`src/rtl/trig_pkg.sv`:
```
package trig_pkg;

    typedef enum logic [1:0] {
        KIND_SEEK   = 2'd0,
        KIND_WINDOW = 2'd1,
        KIND_DELAY  = 2'd2,
        KIND_STORE  = 2'd3
    } lvl_kind_e;

    typedef enum logic [2:0] {
        ST_IDLE,
        ST_MATCH,
        ST_HOLD,
        ST_STORE,
        ST_DONE
    } seq_state_e;

    localparam int TERM_DATA = 0;
    localparam int TERM_ADDR = 1;
    localparam int TERM_CTL  = 2;
    localparam int TERM_N    = 3;

endpackage

```
`src/rtl/trig_cfg_sel.sv`:
```
module trig_cfg_sel
    import trig_pkg::*;
#(
    parameter int NLVL = 4,
    parameter int DW   = 16,
    parameter int AW   = 16,
    parameter int CW   = 4,
    parameter int CNTW = 8,
    parameter int TMRW = 24,
    localparam int LW   = (NLVL > 1) ? $clog2(NLVL) : 1,
    localparam int SELW = (CW > 1) ? $clog2(CW) : 1
) (
    input  logic [LW-1:0]          lvl_i,
    input  logic [LW-1:0]          tgt_lvl_i,
    input  logic [NLVL*2-1:0]      kind_i,
    input  logic [NLVL*TERM_N-1:0] term_en_i,
    input  logic [NLVL-1:0]        or_mode_i,
    input  logic [NLVL*DW-1:0]     data_val_i,
    input  logic [NLVL*DW-1:0]     data_mask_i,
    input  logic [NLVL*AW-1:0]     addr_val_i,
    input  logic [NLVL*AW-1:0]     addr_mask_i,
    input  logic [NLVL*CW-1:0]     ctl_val_i,
    input  logic [NLVL*CW-1:0]     ctl_mask_i,
    input  logic [NLVL-1:0]        edge_en_i,
    input  logic [NLVL*SELW-1:0]   edge_sel_i,
    input  logic [NLVL*CNTW-1:0]   count_i,
    input  logic [NLVL*TMRW-1:0]   timer_i,
    input  logic [NLVL*LW-1:0]     goto_ok_i,
    input  logic [NLVL*LW-1:0]     goto_fail_i,
    output lvl_kind_e              kind_o,
    output lvl_kind_e              tgt_kind_o,
    output logic [TERM_N-1:0]      term_en_o,
    output logic                   or_mode_o,
    output logic [DW-1:0]          data_val_o,
    output logic [DW-1:0]          data_mask_o,
    output logic [AW-1:0]          addr_val_o,
    output logic [AW-1:0]          addr_mask_o,
    output logic [CW-1:0]          ctl_val_o,
    output logic [CW-1:0]          ctl_mask_o,
    output logic                   edge_en_o,
    output logic [SELW-1:0]        edge_sel_o,
    output logic [CNTW-1:0]        count_o,
    output logic [TMRW-1:0]        timer_o,
    output logic [LW-1:0]          goto_ok_o,
    output logic [LW-1:0]          goto_fail_o
);

    logic [1:0]        kd [NLVL];
    logic [TERM_N-1:0] te [NLVL];
    logic [DW-1:0]     dv [NLVL];
    logic [DW-1:0]     dm [NLVL];
    logic [AW-1:0]     av [NLVL];
    logic [AW-1:0]     am [NLVL];
    logic [CW-1:0]     cv [NLVL];
    logic [CW-1:0]     cm [NLVL];
    logic [SELW-1:0]   es [NLVL];
    logic [CNTW-1:0]   cn [NLVL];
    logic [TMRW-1:0]   tm [NLVL];
    logic [LW-1:0]     gk [NLVL];
    logic [LW-1:0]     gf [NLVL];

    for (genvar g = 0; g < NLVL; g++) begin : g_unpack
        assign kd[g] = kind_i[g*2 +: 2];
        assign te[g] = term_en_i[g*TERM_N +: TERM_N];
        assign dv[g] = data_val_i[g*DW +: DW];
        assign dm[g] = data_mask_i[g*DW +: DW];
        assign av[g] = addr_val_i[g*AW +: AW];
        assign am[g] = addr_mask_i[g*AW +: AW];
        assign cv[g] = ctl_val_i[g*CW +: CW];
        assign cm[g] = ctl_mask_i[g*CW +: CW];
        assign es[g] = edge_sel_i[g*SELW +: SELW];
        assign cn[g] = count_i[g*CNTW +: CNTW];
        assign tm[g] = timer_i[g*TMRW +: TMRW];
        assign gk[g] = goto_ok_i[g*LW +: LW];
        assign gf[g] = goto_fail_i[g*LW +: LW];
    end

    assign kind_o      = lvl_kind_e'(kd[lvl_i]);
    assign tgt_kind_o  = lvl_kind_e'(kd[tgt_lvl_i]);
    assign term_en_o   = te[lvl_i];
    assign or_mode_o   = or_mode_i[lvl_i];
    assign data_val_o  = dv[lvl_i];
    assign data_mask_o = dm[lvl_i];
    assign addr_val_o  = av[lvl_i];
    assign addr_mask_o = am[lvl_i];
    assign ctl_val_o   = cv[lvl_i];
    assign ctl_mask_o  = cm[lvl_i];
    assign edge_en_o   = edge_en_i[lvl_i];
    assign edge_sel_o  = es[lvl_i];
    assign count_o     = cn[lvl_i];
    assign timer_o     = tm[lvl_i];
    assign goto_ok_o   = gk[lvl_i];
    assign goto_fail_o = gf[lvl_i];

endmodule

```
`src/rtl/trig_cond.sv`:
```
module trig_cond
    import trig_pkg::*;
#(
    parameter int DW = 16,
    parameter int AW = 16,
    parameter int CW = 4,
    localparam int SELW = (CW > 1) ? $clog2(CW) : 1
) (
    input  logic              clk_i,
    input  logic              rst_i,
    input  logic              smp_vld_i,
    input  logic [DW-1:0]     smp_data_i,
    input  logic [AW-1:0]     smp_addr_i,
    input  logic [CW-1:0]     smp_ctl_i,
    input  logic              hist_clr_i,
    input  logic [TERM_N-1:0] term_en_i,
    input  logic              or_mode_i,
    input  logic [DW-1:0]     data_val_i,
    input  logic [DW-1:0]     data_mask_i,
    input  logic [AW-1:0]     addr_val_i,
    input  logic [AW-1:0]     addr_mask_i,
    input  logic [CW-1:0]     ctl_val_i,
    input  logic [CW-1:0]     ctl_mask_i,
    input  logic              edge_en_i,
    input  logic [SELW-1:0]   edge_sel_i,
    output logic              match_o,
    output logic              rise_o,
    output logic              event_o
);

    logic [TERM_N-1:0] hit;
    logic              all_hit;
    logic              any_hit;
    logic [CW-1:0]     prev_ctl_q;
    logic              hist_vld_q;

    assign hit[TERM_DATA] = ((smp_data_i ^ data_val_i) & data_mask_i) == '0;
    assign hit[TERM_ADDR] = ((smp_addr_i ^ addr_val_i) & addr_mask_i) == '0;
    assign hit[TERM_CTL]  = ((smp_ctl_i  ^ ctl_val_i)  & ctl_mask_i)  == '0;

    assign all_hit = &(hit | ~term_en_i);
    assign any_hit = |(hit & term_en_i);
    assign match_o = or_mode_i ? any_hit : all_hit;

    always_ff @(posedge clk_i) begin
        if (rst_i || hist_clr_i) begin
            hist_vld_q <= 1'b0;
            prev_ctl_q <= '0;
        end else if (smp_vld_i) begin
            hist_vld_q <= 1'b1;
            prev_ctl_q <= smp_ctl_i;
        end
    end

    assign rise_o  = hist_vld_q && !prev_ctl_q[edge_sel_i] && smp_ctl_i[edge_sel_i];
    assign event_o = edge_en_i ? (rise_o && match_o) : match_o;

    assert_no_edge_after_clear_R5: assert property (@(posedge clk_i) disable iff (rst_i)
        hist_clr_i |=> !rise_o);

endmodule

```
`src/rtl/trig_seq_fsm.sv`:
```
module trig_seq_fsm
    import trig_pkg::*;
#(
    parameter int NLVL = 4,
    parameter int CNTW = 8,
    parameter int TMRW = 24,
    localparam int LW = (NLVL > 1) ? $clog2(NLVL) : 1
) (
    input  logic            clk_i,
    input  logic            rst_i,
    input  logic            arm_i,
    input  logic            smp_vld_i,
    input  logic            buf_full_i,
    input  logic            event_i,
    input  logic            match_i,
    input  lvl_kind_e       kind_i,
    input  lvl_kind_e       tgt_kind_i,
    input  logic [CNTW-1:0] count_i,
    input  logic [TMRW-1:0] timer_i,
    input  logic [LW-1:0]   goto_ok_i,
    input  logic [LW-1:0]   goto_fail_i,
    output logic [LW-1:0]   tgt_lvl_o,
    output logic            hist_clr_o,
    output logic            store_o,
    output logic            triggered_o,
    output logic [LW-1:0]   level_o,
    output logic            done_o
);

    seq_state_e      state_q, state_d;
    logic [LW-1:0]   lvl_q, lvl_d;
    logic [CNTW-1:0] cnt_q, cnt_d;
    logic [TMRW-1:0] tmr_q, tmr_d;
    logic            store_q, store_d;
    logic            trig_q, trig_d;
    logic            done_q, done_d;
    logic            go;
    logic [LW-1:0]   go_lvl;

    logic [CNTW:0]   cnt_need;
    logic [CNTW:0]   cnt_next;
    logic            cnt_hit;
    logic [TMRW-1:0] tmr_inc;
    logic            tmr_last;
    logic            tmr_on;

    assign cnt_need = (count_i == '0) ? {{CNTW{1'b0}}, 1'b1} : {1'b0, count_i};
    assign cnt_next = {1'b0, cnt_q} + {{CNTW{1'b0}}, 1'b1};
    assign cnt_hit  = cnt_next >= cnt_need;
    assign tmr_inc  = tmr_q + {{(TMRW-1){1'b0}}, 1'b1};
    assign tmr_on   = timer_i != '0;
    assign tmr_last = tmr_on && (tmr_inc == timer_i);

    // next state, level, counter and timer
    always_comb begin
        state_d = state_q;
        lvl_d   = lvl_q;
        cnt_d   = cnt_q;
        tmr_d   = tmr_q;
        store_d = 1'b0;
        trig_d  = trig_q;
        done_d  = done_q;
        go      = 1'b0;
        go_lvl  = lvl_q;
        unique case (state_q)
            ST_IDLE: begin
            end
            ST_MATCH: begin
                if (smp_vld_i) begin
                    if (event_i && cnt_hit) begin
                        if (kind_i == KIND_DELAY && tmr_on) begin
                            state_d = ST_HOLD;
                            tmr_d   = '0;
                        end else begin
                            go     = 1'b1;
                            go_lvl = goto_ok_i;
                        end
                    end else begin
                        if (event_i) begin
                            cnt_d = cnt_next[CNTW-1:0];
                        end
                        if (kind_i == KIND_WINDOW && tmr_on) begin
                            if (tmr_last) begin
                                go     = 1'b1;
                                go_lvl = goto_fail_i;
                            end else begin
                                tmr_d = tmr_inc;
                            end
                        end
                    end
                end
            end
            ST_HOLD: begin
                if (smp_vld_i) begin
                    if (tmr_last || !tmr_on) begin
                        go     = 1'b1;
                        go_lvl = goto_ok_i;
                    end else begin
                        tmr_d = tmr_inc;
                    end
                end
            end
            ST_STORE: begin
                if (buf_full_i) begin
                    state_d = ST_DONE;
                    done_d  = 1'b1;
                end else if (smp_vld_i && match_i) begin
                    store_d = 1'b1;
                end
            end
            ST_DONE: begin
            end
            default: begin
                state_d = ST_IDLE;
            end
        endcase
        if (arm_i) begin
            go      = 1'b1;
            go_lvl  = '0;
            trig_d  = 1'b0;
            done_d  = 1'b0;
            store_d = 1'b0;
        end
        if (go) begin
            lvl_d = go_lvl;
            cnt_d = '0;
            tmr_d = '0;
            if (tgt_kind_i == KIND_STORE) begin
                state_d = ST_STORE;
                trig_d  = 1'b1;
            end else begin
                state_d = ST_MATCH;
            end
        end
    end

    assign tgt_lvl_o  = go_lvl;
    assign hist_clr_o = go;

    // state register
    always_ff @(posedge clk_i) begin
        if (rst_i) begin
            state_q <= ST_IDLE;
            lvl_q   <= '0;
            cnt_q   <= '0;
            tmr_q   <= '0;
        end else begin
            state_q <= state_d;
            lvl_q   <= lvl_d;
            cnt_q   <= cnt_d;
            tmr_q   <= tmr_d;
        end
    end

    // output register
    always_ff @(posedge clk_i) begin
        if (rst_i) begin
            store_q <= 1'b0;
            trig_q  <= 1'b0;
            done_q  <= 1'b0;
        end else begin
            store_q <= store_d;
            trig_q  <= trig_d;
            done_q  <= done_d;
        end
    end

    assign store_o     = store_q;
    assign triggered_o = trig_q;
    assign done_o      = done_q;
    assign level_o     = lvl_q;

    assert_idle_quiet_R1: assert property (@(posedge clk_i) disable iff (rst_i)
        (state_q == ST_IDLE) |-> (!trig_q && !store_q && !done_q && lvl_q == '0));

    assert_arm_to_level0_R2: assert property (@(posedge clk_i) disable iff (rst_i)
        arm_i |=> (lvl_q == '0 && !done_q));

    assert_window_timer_bound_R6: assert property (@(posedge clk_i) disable iff (rst_i)
        (state_q == ST_MATCH && kind_i == KIND_WINDOW && tmr_on) |-> (tmr_q < timer_i));

    assert_store_needs_trigger_R8: assert property (@(posedge clk_i) disable iff (rst_i)
        store_q |-> trig_q);

    assert_no_store_when_done_R9: assert property (@(posedge clk_i) disable iff (rst_i)
        done_q |-> !store_q);

    assert_done_sticky_R9: assert property (@(posedge clk_i) disable iff (rst_i)
        (done_q && !arm_i) |=> done_q);

    assert_trig_sticky_R10: assert property (@(posedge clk_i) disable iff (rst_i)
        (trig_q && !arm_i) |=> trig_q);

    assert_level_hold_invalid_R12: assert property (@(posedge clk_i) disable iff (rst_i)
        (!smp_vld_i && !arm_i) |=> $stable(lvl_q));

endmodule

```
`src/rtl/trig_sequencer.sv`:
```
module trig_sequencer
    import trig_pkg::*;
#(
    parameter int NLVL = 4,
    parameter int DW   = 16,
    parameter int AW   = 16,
    parameter int CW   = 4,
    parameter int CNTW = 8,
    parameter int TMRW = 24,
    localparam int LW   = (NLVL > 1) ? $clog2(NLVL) : 1,
    localparam int SELW = (CW > 1) ? $clog2(CW) : 1
) (
    input  logic                   clk_i,
    input  logic                   rst_i,
    input  logic                   arm_i,
    input  logic                   smp_vld_i,
    input  logic [DW-1:0]          smp_data_i,
    input  logic [AW-1:0]          smp_addr_i,
    input  logic [CW-1:0]          smp_ctl_i,
    input  logic                   buf_full_i,
    input  logic [NLVL*2-1:0]      cfg_kind_i,
    input  logic [NLVL*3-1:0]      cfg_term_en_i,
    input  logic [NLVL-1:0]        cfg_or_mode_i,
    input  logic [NLVL*DW-1:0]     cfg_data_val_i,
    input  logic [NLVL*DW-1:0]     cfg_data_mask_i,
    input  logic [NLVL*AW-1:0]     cfg_addr_val_i,
    input  logic [NLVL*AW-1:0]     cfg_addr_mask_i,
    input  logic [NLVL*CW-1:0]     cfg_ctl_val_i,
    input  logic [NLVL*CW-1:0]     cfg_ctl_mask_i,
    input  logic [NLVL-1:0]        cfg_edge_en_i,
    input  logic [NLVL*SELW-1:0]   cfg_edge_sel_i,
    input  logic [NLVL*CNTW-1:0]   cfg_count_i,
    input  logic [NLVL*TMRW-1:0]   cfg_timer_i,
    input  logic [NLVL*LW-1:0]     cfg_goto_ok_i,
    input  logic [NLVL*LW-1:0]     cfg_goto_fail_i,
    output logic                   store_o,
    output logic                   triggered_o,
    output logic [LW-1:0]          level_o,
    output logic                   done_o
);

    lvl_kind_e         kind, tgt_kind;
    logic [LW-1:0]     cur_lvl, tgt_lvl;
    logic [TERM_N-1:0] term_en;
    logic              or_mode, edge_en;
    logic [DW-1:0]     data_val, data_mask;
    logic [AW-1:0]     addr_val, addr_mask;
    logic [CW-1:0]     ctl_val, ctl_mask;
    logic [SELW-1:0]   edge_sel;
    logic [CNTW-1:0]   count;
    logic [TMRW-1:0]   timer;
    logic [LW-1:0]     goto_ok, goto_fail;
    logic              match, rise, evt, hist_clr;

    trig_cfg_sel #(
        .NLVL(NLVL), .DW(DW), .AW(AW), .CW(CW), .CNTW(CNTW), .TMRW(TMRW)
    ) u_cfg (
        .lvl_i       (cur_lvl),
        .tgt_lvl_i   (tgt_lvl),
        .kind_i      (cfg_kind_i),
        .term_en_i   (cfg_term_en_i),
        .or_mode_i   (cfg_or_mode_i),
        .data_val_i  (cfg_data_val_i),
        .data_mask_i (cfg_data_mask_i),
        .addr_val_i  (cfg_addr_val_i),
        .addr_mask_i (cfg_addr_mask_i),
        .ctl_val_i   (cfg_ctl_val_i),
        .ctl_mask_i  (cfg_ctl_mask_i),
        .edge_en_i   (cfg_edge_en_i),
        .edge_sel_i  (cfg_edge_sel_i),
        .count_i     (cfg_count_i),
        .timer_i     (cfg_timer_i),
        .goto_ok_i   (cfg_goto_ok_i),
        .goto_fail_i (cfg_goto_fail_i),
        .kind_o      (kind),
        .tgt_kind_o  (tgt_kind),
        .term_en_o   (term_en),
        .or_mode_o   (or_mode),
        .data_val_o  (data_val),
        .data_mask_o (data_mask),
        .addr_val_o  (addr_val),
        .addr_mask_o (addr_mask),
        .ctl_val_o   (ctl_val),
        .ctl_mask_o  (ctl_mask),
        .edge_en_o   (edge_en),
        .edge_sel_o  (edge_sel),
        .count_o     (count),
        .timer_o     (timer),
        .goto_ok_o   (goto_ok),
        .goto_fail_o (goto_fail)
    );

    trig_cond #(.DW(DW), .AW(AW), .CW(CW)) u_cond (
        .clk_i       (clk_i),
        .rst_i       (rst_i),
        .smp_vld_i   (smp_vld_i),
        .smp_data_i  (smp_data_i),
        .smp_addr_i  (smp_addr_i),
        .smp_ctl_i   (smp_ctl_i),
        .hist_clr_i  (hist_clr),
        .term_en_i   (term_en),
        .or_mode_i   (or_mode),
        .data_val_i  (data_val),
        .data_mask_i (data_mask),
        .addr_val_i  (addr_val),
        .addr_mask_i (addr_mask),
        .ctl_val_i   (ctl_val),
        .ctl_mask_i  (ctl_mask),
        .edge_en_i   (edge_en),
        .edge_sel_i  (edge_sel),
        .match_o     (match),
        .rise_o      (rise),
        .event_o     (evt)
    );

    trig_seq_fsm #(.NLVL(NLVL), .CNTW(CNTW), .TMRW(TMRW)) u_fsm (
        .clk_i       (clk_i),
        .rst_i       (rst_i),
        .arm_i       (arm_i),
        .smp_vld_i   (smp_vld_i),
        .buf_full_i  (buf_full_i),
        .event_i     (evt),
        .match_i     (match),
        .kind_i      (kind),
        .tgt_kind_i  (tgt_kind),
        .count_i     (count),
        .timer_i     (timer),
        .goto_ok_i   (goto_ok),
        .goto_fail_i (goto_fail),
        .tgt_lvl_o   (tgt_lvl),
        .hist_clr_o  (hist_clr),
        .store_o     (store_o),
        .triggered_o (triggered_o),
        .level_o     (cur_lvl),
        .done_o      (done_o)
    );

    assign level_o = cur_lvl;

    // an edge event can only be reported while a rise is present
    assert_edge_event_needs_rise_R5: assert property (@(posedge clk_i) disable iff (rst_i)
        (edge_en && evt) |-> rise);

endmodule

```
`config.mk`:
```
export PLATFORM = sky130hd
export DESIGN_NAME = trig_sequencer
export DESIGN_NICKNAME = d
export VERILOG_FILES = /design/src/rtl/trig_pkg.sv /design/src/rtl/trig_cfg_sel.sv /design/src/rtl/trig_cond.sv /design/src/rtl/trig_seq_fsm.sv /design/src/rtl/trig_sequencer.sv
export SDC_FILE = /design/constraint.sdc
export NUM_CORES = 1
export LEC_CHECK = 0
export BUFFER_PORTS_ARGS = -buffer_cell sky130_fd_sc_hd__buf_4
export CORE_AREA = 2 2 199 201
export CTS_CLUSTER_DIAMETER = 40
export DETAILED_ROUTE_END_ITERATION = 8
export DIE_AREA = 0 0 201 203
export HOLD_SLACK_MARGIN = 0.08
export SETUP_SLACK_MARGIN = 0.4
export SLEW_MARGIN = 10
export SYNTH_ARGS = -nofsm -noshare
export SYNTH_HDL_FRONTEND = slang
export SYNTH_SLANG_ARGS = --single-unit
```
`constraint.sdc`:
```
create_clock -name clk_i -period 5.94 [get_ports clk_i]
set_input_delay 0.891 -clock clk_i [delete_from_list [all_inputs] [get_ports clk_i]]
set_output_delay 0.891 -clock clk_i [all_outputs]
set_load 0.005 [all_outputs]
```
==> results.sh, run 1 <==
export IMPL_status="finished clean"
export IMPL_syn_area_sq_um=7030
export IMPL_fp_dieH_um=203
export IMPL_startpoint_type="flip-flop"
export IMPL_synth_edf_count=0
export IMPL_fin_crit_sh=0.823
export IMPL_grt_use_total=0.186
export IMPL_hp_class="flip-flop to flip-flop"
export IMPL_hp_start="u_cond.hist_vld_q$_SDFFE_PP0P_"
export IMPL_io_pins=514
export IMPL_r2r_end="u_fsm.tmr_q[11]$_SDFFE_PP0P_"
export IMPL_drt_total_wl_mm=40.1
export IMPL_grt_overflow_total=0
export IMPL_setup_slack_ns=1.05
export IMPL_setup_tns_ns=0
export IMPL_num_vias=8764
export IMPL_ys_seq_elements=45
export IMPL_grt_pass1_vias=9078
export IMPL_coreArea_sq_um=38500
export IMPL_max_cap_violations=0
export IMPL_numCtsBuffers=5
export IMPL_drive_above_1_share=0.462
export IMPL_max_slew_worst_pin_slew_ns=0.850
export IMPL_crit_required_ns=6.13
export IMPL_die_w_um=201
export IMPL_finalSetupViolCount=0
export IMPL_area_growth_pct=64.3
export IMPL_hpwl_mm=35.4
export IMPL_vdd_ir_drop_max_mv=0.0946
export IMPL_synth_nets=1326
export IMPL_avgViaCountPerCell=4.79
export IMPL_timing_rr_start="u_fsm.level_o[0]$_SDFFE_PP0P_"
export IMPL_powerDensity_nw_per_um2=100
export IMPL_placed_area_sq_um=11400
export IMPL_postRouteAntennaNets=0
export IMPL_p_leak_nw=4.99
export IMPL_async_flop_share=0
export IMPL_finalCriticalPeriod_ns=4.89
export IMPL_root_buffer="clkbuf_16"
export IMPL_cts_tree="done"
export IMPL_yosys_most_used_dff="dfxtp_1"
export IMPL_grt_pass1_wl_mm=57.1
export IMPL_wire_per_inst_um=21.9
export IMPL_seqCellArea_sq_um=906
export IMPL_regToRegSetupSlack_ns=1.05
export IMPL_rows=72
export IMPL_crit_path_end_kind="flip-flop"
export IMPL_start_util=0.183
export IMPL_yosysSeqAreaShare=0.128
export IMPL_route_detailed_drc=0
export IMPL_first_pass_iters=6
export IMPL_timing_fmax_ghz=0.205
export IMPL_syn_inst=807
export IMPL_portBuffers=513
export IMPL_slew_headroom=0.431
export IMPL_whs_ns=0.473
export IMPL_drv_slew=0
export IMPL_clk_pin_slew_worst_paths_ns=0.06
export IMPL_htree_num_levels=2
export IMPL_grt_max_degree=47
export IMPL_dieArea_sq_um=40800
export IMPL_globalplace_congestion=0.958
export IMPL_multi_input_area_sq_um=5830
export IMPL_holdPathEnd="u_cond.hist_vld_q$_SDFFE_PP0P_"
export IMPL_critical_path_class="flip-flop to flip-flop"
export IMPL_clock_latency_ns=0.28
export IMPL_num_fill_cells=4100
export IMPL_cp_arrival_ns=5.08
export IMPL_drt_iter0_drc=643
export IMPL_clockBufferDepth=2
export IMPL_nets=1821
export IMPL_crit_fanout=31
export IMPL_place_inst=1813
export IMPL_whs_path_depth=2
export IMPL_reg2reg_depth=16
export IMPL_yosysTopAreaCellShare=0.182
export IMPL_postLayoutCellArea_sq_um=11500
export IMPL_synth_largest_area_cell="xor2_1"
export IMPL_hold_buffers=0
export IMPL_antenna_found_initial=13
export IMPL_rsz0062_at_grt="no"
export IMPL_syn_avg_cell_area_sq_um=8.71
export IMPL_hold_viol_final=0
export IMPL_fin_cells=1831
export IMPL_clock_skew_ns=0.00577
export IMPL_cts_repair_resized=0
export IMPL_ys_types=92
export IMPL_cts_sinks=45
export IMPL_post_place_ws_ns=0.429
export IMPL_synth_area_leaders="xor2_1, mux4_2, dfxtp_1, a22oi_1, nand2_1"
export IMPL_yosysWarnings=0
export IMPL_post_cts_buffers=0
==> cell type report <==
cell class / instances / area share
flip-flops and latches: 45 / 0.0784
multi-input cells: 707 / 0.505
well taps: 518 / 0.0561
repair buffers: 520 / 0.338
clock buffers: 7 / 0.0124
inverters: 23 / 0.00748
diodes: 11 / 0.00238
==> power breakdown <==
part	switching (mW)	internal [mW]	leakage, nW
Sequential	0.00451	0.305	0.365
Clock	0.112	0.165	0.0701
Combinational	0.235	0.334	4.55
==> per-layer routing <==
| metal | up-vias | share of wire | track usage |
|---|---|---|---|
| li1 | 4103 | - | - |
| met1 | 4178 | 0.37 | 0.209 |
| met2 | 420 | 0.52 | 0.340 |
| met3 | 61 | 0.069 | 0.0369 |
| met4 | 2 | 0.039 | 0.0833 |
| met5 | - | 0.00040 | 0 |
==> placed cells by master (no fill, tap or decap), drive strengths merged, types with 11 or more instances in the layout <==
| master | n |
|---|---|
| xnor2 | 24 |
| nand3b | 18 |
| and3 | 17 |
| mux2i | 13 |
| nor2 | 37 |
| buf | 520 |
| inv | 23 |
| xor2 | 146 |
| nand2 | 68 |
| nand2b | 11 |
| nand3 | 34 |
| a21oi | 41 |
| a22oi | 41 |
| o21ai | 34 |
| nor3 | 14 |
| dfxtp | 45 |
| diode | 11 |
| mux4 | 46 |
| nand4 | 14 |
==> registers in the layout (all words and copies together), names as in the netlist <==
signal,flops
u_fsm.tmr_q,24
u_fsm.cnt_q,8
u_cond.prev_ctl_q,4
u_fsm.state_q,3
u_fsm.level_o,2
u_cond.hist_vld_q,1
u_fsm.done_o,1
u_fsm.store_o,1
u_fsm.triggered_o,1
==> how the worst max path moves through the flow <==
stage	start	endpoint	slack [ns]	depth (start not counted)
after floorplan	u_fsm.level_o[0]$_SDFFE_PP0P_	u_fsm.tmr_q[15]$_SDFFE_PP0P_	0.63	22
after global placement	smp_addr_i[12]	u_fsm.tmr_q[11]$_SDFFE_PP0P_	0.57	13
after detailed placement	smp_addr_i[12]	u_fsm.tmr_q[11]$_SDFFE_PP0P_	0.43	13
after CTS	smp_addr_i[12]	u_fsm.tmr_q[11]$_SDFFE_PP0P_	0.72	13
after global routing	u_fsm.level_o[0]$_SDFFE_PP0P_	u_fsm.tmr_q[11]$_SDFFE_PP0P_	0.58	16
final	u_fsm.level_o[0]$_SDFFE_PP0P_	u_fsm.tmr_q[11]$_SDFFE_PP0P_	1.05	16
==> cell usage after synthesis, drive strengths merged, types with 5 or more instances <==
cell    instances
xor2          146
nand2          68
mux4           46
dfxtp          45
a21oi          41
a22oi          41
nor2           37
nand3          34
o21ai          34
xnor2          24
buf            23
inv            23
nand3b         18
and3           17
nand4          14
nor3           14
mux2i          13
nand2b         11
a222oi         10
ha             10
nor4           10
clkbuf          9
a31oi           8
or3             7
o211ai          6
a211oi          5
and2            5
and4            5
nor3b           5
o31ai           5
xnor3           5
==> critical path: stages, from the launching register on <==
cell      delay, ns
dfxtp_4        0.74
mux4_2         0.61
nor4_1         0.30
a41o_1         0.21
ha_1           0.22
nand2b_1       0.14
a21o_1         0.17
a21o_1         0.17
a211oi_1       0.22
o21ai_0        0.22
nand2_1        0.25
inv_1          0.14
nand2_1        0.24
nor2_2         0.19
and2b_1        0.61
a21oi_1        0.13
a311oi_1       0.25
==> cells by family after synthesis <==
kind of cell / count (synthesis) / share of synthesized area
DFF: 45 / 0.128
xor gates and xnor gates: 176 / 0.231
muxes: 62 / 0.171
adders and majority gates: 10 / 0.0178
and+or+nand+nor: 263 / 0.209
buffers and inverters: 55 / 0.0431
AOI/OAI and AO/OA: 196 / 0.200
==> metrics by stage <==
step	power, mW	utilization
after global placement	0.878	0.296
after detailed placement	0.883	0.296
after global routing	1.22	0.300
after CTS	1.16	0.299
after floorplan	0.511	-
final	1.15	0.300
Note: power is estimated with default switching activity, not from simulation.
==> run 2, diff against run 1 <==
==> constraint.sdc (replaced) <==
create_clock -name clk_i -period 5.1 [get_ports clk_i]
set_input_delay 0.765 -clock clk_i [delete_from_list [all_inputs] [get_ports clk_i]]
set_output_delay 0.765 -clock clk_i [all_outputs]
set_load 0.005 [all_outputs]
==> results.sh, run 2 (synthesized netlist as in run 1, its figures left out) <==
export IMPL_status="finished clean"
export IMPL_cp_num_cells=13
export IMPL_antenna_found_initial=16
export IMPL_max_cap_violations=0
export IMPL_numCtsBuffers=5
export IMPL_hpwl_mm=35.4
export IMPL_rsz0062_at_grt="no"
export IMPL_post_route_util=0.306
export IMPL_cts_tree="done"
export IMPL_avgViaCountPerCell=4.77
export IMPL_cp_arrival_ns=4.52
export IMPL_powerDensity_nw_per_um2=120
export IMPL_r2r_end="u_fsm.state_q[2]$_SDFFE_PP0P_"
export IMPL_dieArea_sq_um=40800
export IMPL_hold_viol_final=0
export IMPL_coreArea_sq_um=38500
export IMPL_crit_required_ns=5.27
export IMPL_max_slew_worst_pin_slew_ns=0.962
export IMPL_slew_headroom=0.356
export IMPL_cp_top_family="simple AND/OR/NAND/NOR gates"
export IMPL_finalCriticalPeriod_ns=4.35
export IMPL_fin_crit_sh=0.853
export IMPL_drt_total_wl_mm=40.2
export IMPL_num_fill_cells=4062
export IMPL_globalplace_congestion=0.986
export IMPL_route_detailed_drc=0
export IMPL_clock_latency_ns=0.29
export IMPL_path_buf_inv=3
export IMPL_timing_rr_start="u_fsm.level_o[1]$_SDFFE_PP0P_"
export IMPL_drv_slew=0
export IMPL_area_growth_pct=67.2
export IMPL_nets=1838
export IMPL_p_leak_nw=5.11
export IMPL_fin_cells=1850
export IMPL_postRouteAntennaNets=0
export IMPL_startpoint_type="flip-flop"
export IMPL_hp_class="flip-flop to flip-flop"
export IMPL_critical_path_class="flip-flop to flip-flop"
export IMPL_num_vias=8831
export IMPL_p_total_mw=1.41
export IMPL_grt_overflow_total=0
export IMPL_reg2reg_depth=13
export IMPL_clock_skew_ns=0.00788
export IMPL_max_flop_register="u_fsm.tmr_q"
export IMPL_root_buffer="clkbuf_16"
export IMPL_final_common_cell="buf_4"
export IMPL_timing_fmax_ghz=0.230
export IMPL_htree_num_levels=2
export IMPL_crit_path_end_kind="flip-flop"
export IMPL_start_util=0.183
export IMPL_largest_register_ffs=24
export IMPL_critPathCapture="u_fsm.state_q[2]$_SDFFE_PP0P_"
export IMPL_setup_tns_ns=0
export IMPL_cp_cell_sequence="buf_4, buf_4, mux4_2, nor4_1, nand4_1, nand3b_2, and2_0, or4_1, and2_1, nand3_1, buf_4, nor2_1, o32a_1"
export IMPL_cts_sinks=45
export IMPL_setup_worst_path_start="u_fsm.level_o[1]$_SDFFE_PP0P_"
export IMPL_regToRegSetupSlack_ns=0.75
export IMPL_vdd_ir_drop_max_mv=0.0990
export IMPL_rows=72
export IMPL_drt_iter0_drc=579
export IMPL_fp_dieH_um=203
export IMPL_grt_max_degree=42
export IMPL_seqCellArea_sq_um=906
export IMPL_place_inst=1820
export IMPL_crit_fanout=23
export IMPL_cpPeakStageDelay_ns=0.69
export IMPL_grt_use_total=0.188
export IMPL_final_cell_mix="buf_4, xor2_1, nand2_1"
export IMPL_drive_above_1_share=0.472
export IMPL_finalSetupViolCount=0
export IMPL_io_pins=514
export IMPL_portBuffers=513
export IMPL_die_w_um=201
export IMPL_multi_input_area_sq_um=5840
export IMPL_wire_per_inst_um=21.7
export IMPL_cp_slowest_cell="dfxtp_2"
export IMPL_cp_common_cell="buf_4"
export IMPL_first_pass_iters=5
export IMPL_reg_top3="u_fsm.tmr_q: 24 flops, u_fsm.cnt_q: 8 flops, u_cond.prev_ctl_q: 4 flops"
export IMPL_grt_pass1_wl_mm=57.4
export IMPL_clk_pin_slew_worst_paths_ns=0.06
export IMPL_clockBufferDepth=2
export IMPL_grt_pass1_vias=9030
[run 2: changes by cell type in the layout (fill, tap and decap cells not counted), sizes merged]
cell / before / now
buf: 520 / 537
bufinv: 0 / 1
diode: 11 / 12
[run 2: repair_timing]
action / CTS / global route
resized for setup: 0 / 1
setup buffers: 0 / 10
endpoints found under the setup margin: 0 / 1
hold buffers: 0 / 0
[run 2: worst register-to-register path: stages, from the launching register on]
cell and delay, ns:
dfxtp_2 0.69, buf_4 0.43, buf_4 0.23, mux4_2 0.32, nor4_1 0.53, nand4_1 0.16, nand3b_2 0.35, and2_0 0.32
or4_1 0.45, and2_1 0.19, nand3_1 0.16, buf_4 0.20, nor2_1 0.06, o32a_1 0.17
[run 2: worst min-delay path by stage]
stage                                   start                             end  slack, ns  depth (start not counted)
2_1_floorplan  u_cond.hist_vld_q$_SDFFE_PP0P_  u_cond.hist_vld_q$_SDFFE_PP0P_       0.43                          2
3_3_place_gp   u_cond.hist_vld_q$_SDFFE_PP0P_  u_cond.hist_vld_q$_SDFFE_PP0P_       0.45                          2
3_5_place_dp     u_fsm.triggered_o$_SDFF_PP0_    u_fsm.triggered_o$_SDFF_PP0_       0.46                          2
4_1_cts        u_cond.hist_vld_q$_SDFFE_PP0P_  u_cond.hist_vld_q$_SDFFE_PP0P_       0.47                          2
5_1_grt        u_cond.hist_vld_q$_SDFFE_PP0P_  u_cond.hist_vld_q$_SDFFE_PP0P_       0.50                          2
6_report         u_fsm.triggered_o$_SDFF_PP0_    u_fsm.triggered_o$_SDFF_PP0_       0.47                          2
[run 2: routing by layer]
| metal | track usage | share of wire | up-vias |
|---|---|---|---|
| met2 | 0.338 | 0.51 | 427 |
| met1 | 0.213 | 0.38 | 4206 |
| met4 | 0.0892 | 0.040 | 4 |
| li1 | - | - | 4135 |
| met5 | 0 | 0.00067 | - |
| met3 | 0.0363 | 0.067 | 59 |
[run 2: per-stage QoR]
stage / cell area [sq um] / setup WS (ns) / hold WS [ns]
after detailed placement: 11500 / 0.304 / 0.457
after CTS: 11600 / 0.581 / 0.474
after global routing: 11700 / 0.413 / 0.496
after global placement: 11500 / 0.333 / 0.454
after floorplan: 7060 / 0.407 / 0.434
final: 11800 / 0.748 / 0.471
[run 2: cell type report]
class                           count  share of cell area
Clock inverter                      1             0.00256
Antenna cell                       12             0.00256
Clock buffer                        7              0.0121
Sequential cell                    45              0.0771
Tap cell                          518              0.0551
Multi-Input combinational cell    707               0.497
Inverter                           23             0.00735
Timing Repair Buffer              537               0.346
[run 2: where the power goes]
part | switching [mW] | internal [mW] | total (mW)
Combinational | 0.275 | 0.392 | 0.668
Sequential | 0.00482 | 0.355 | 0.360
Clock | 0.134 | 0.245 | 0.379
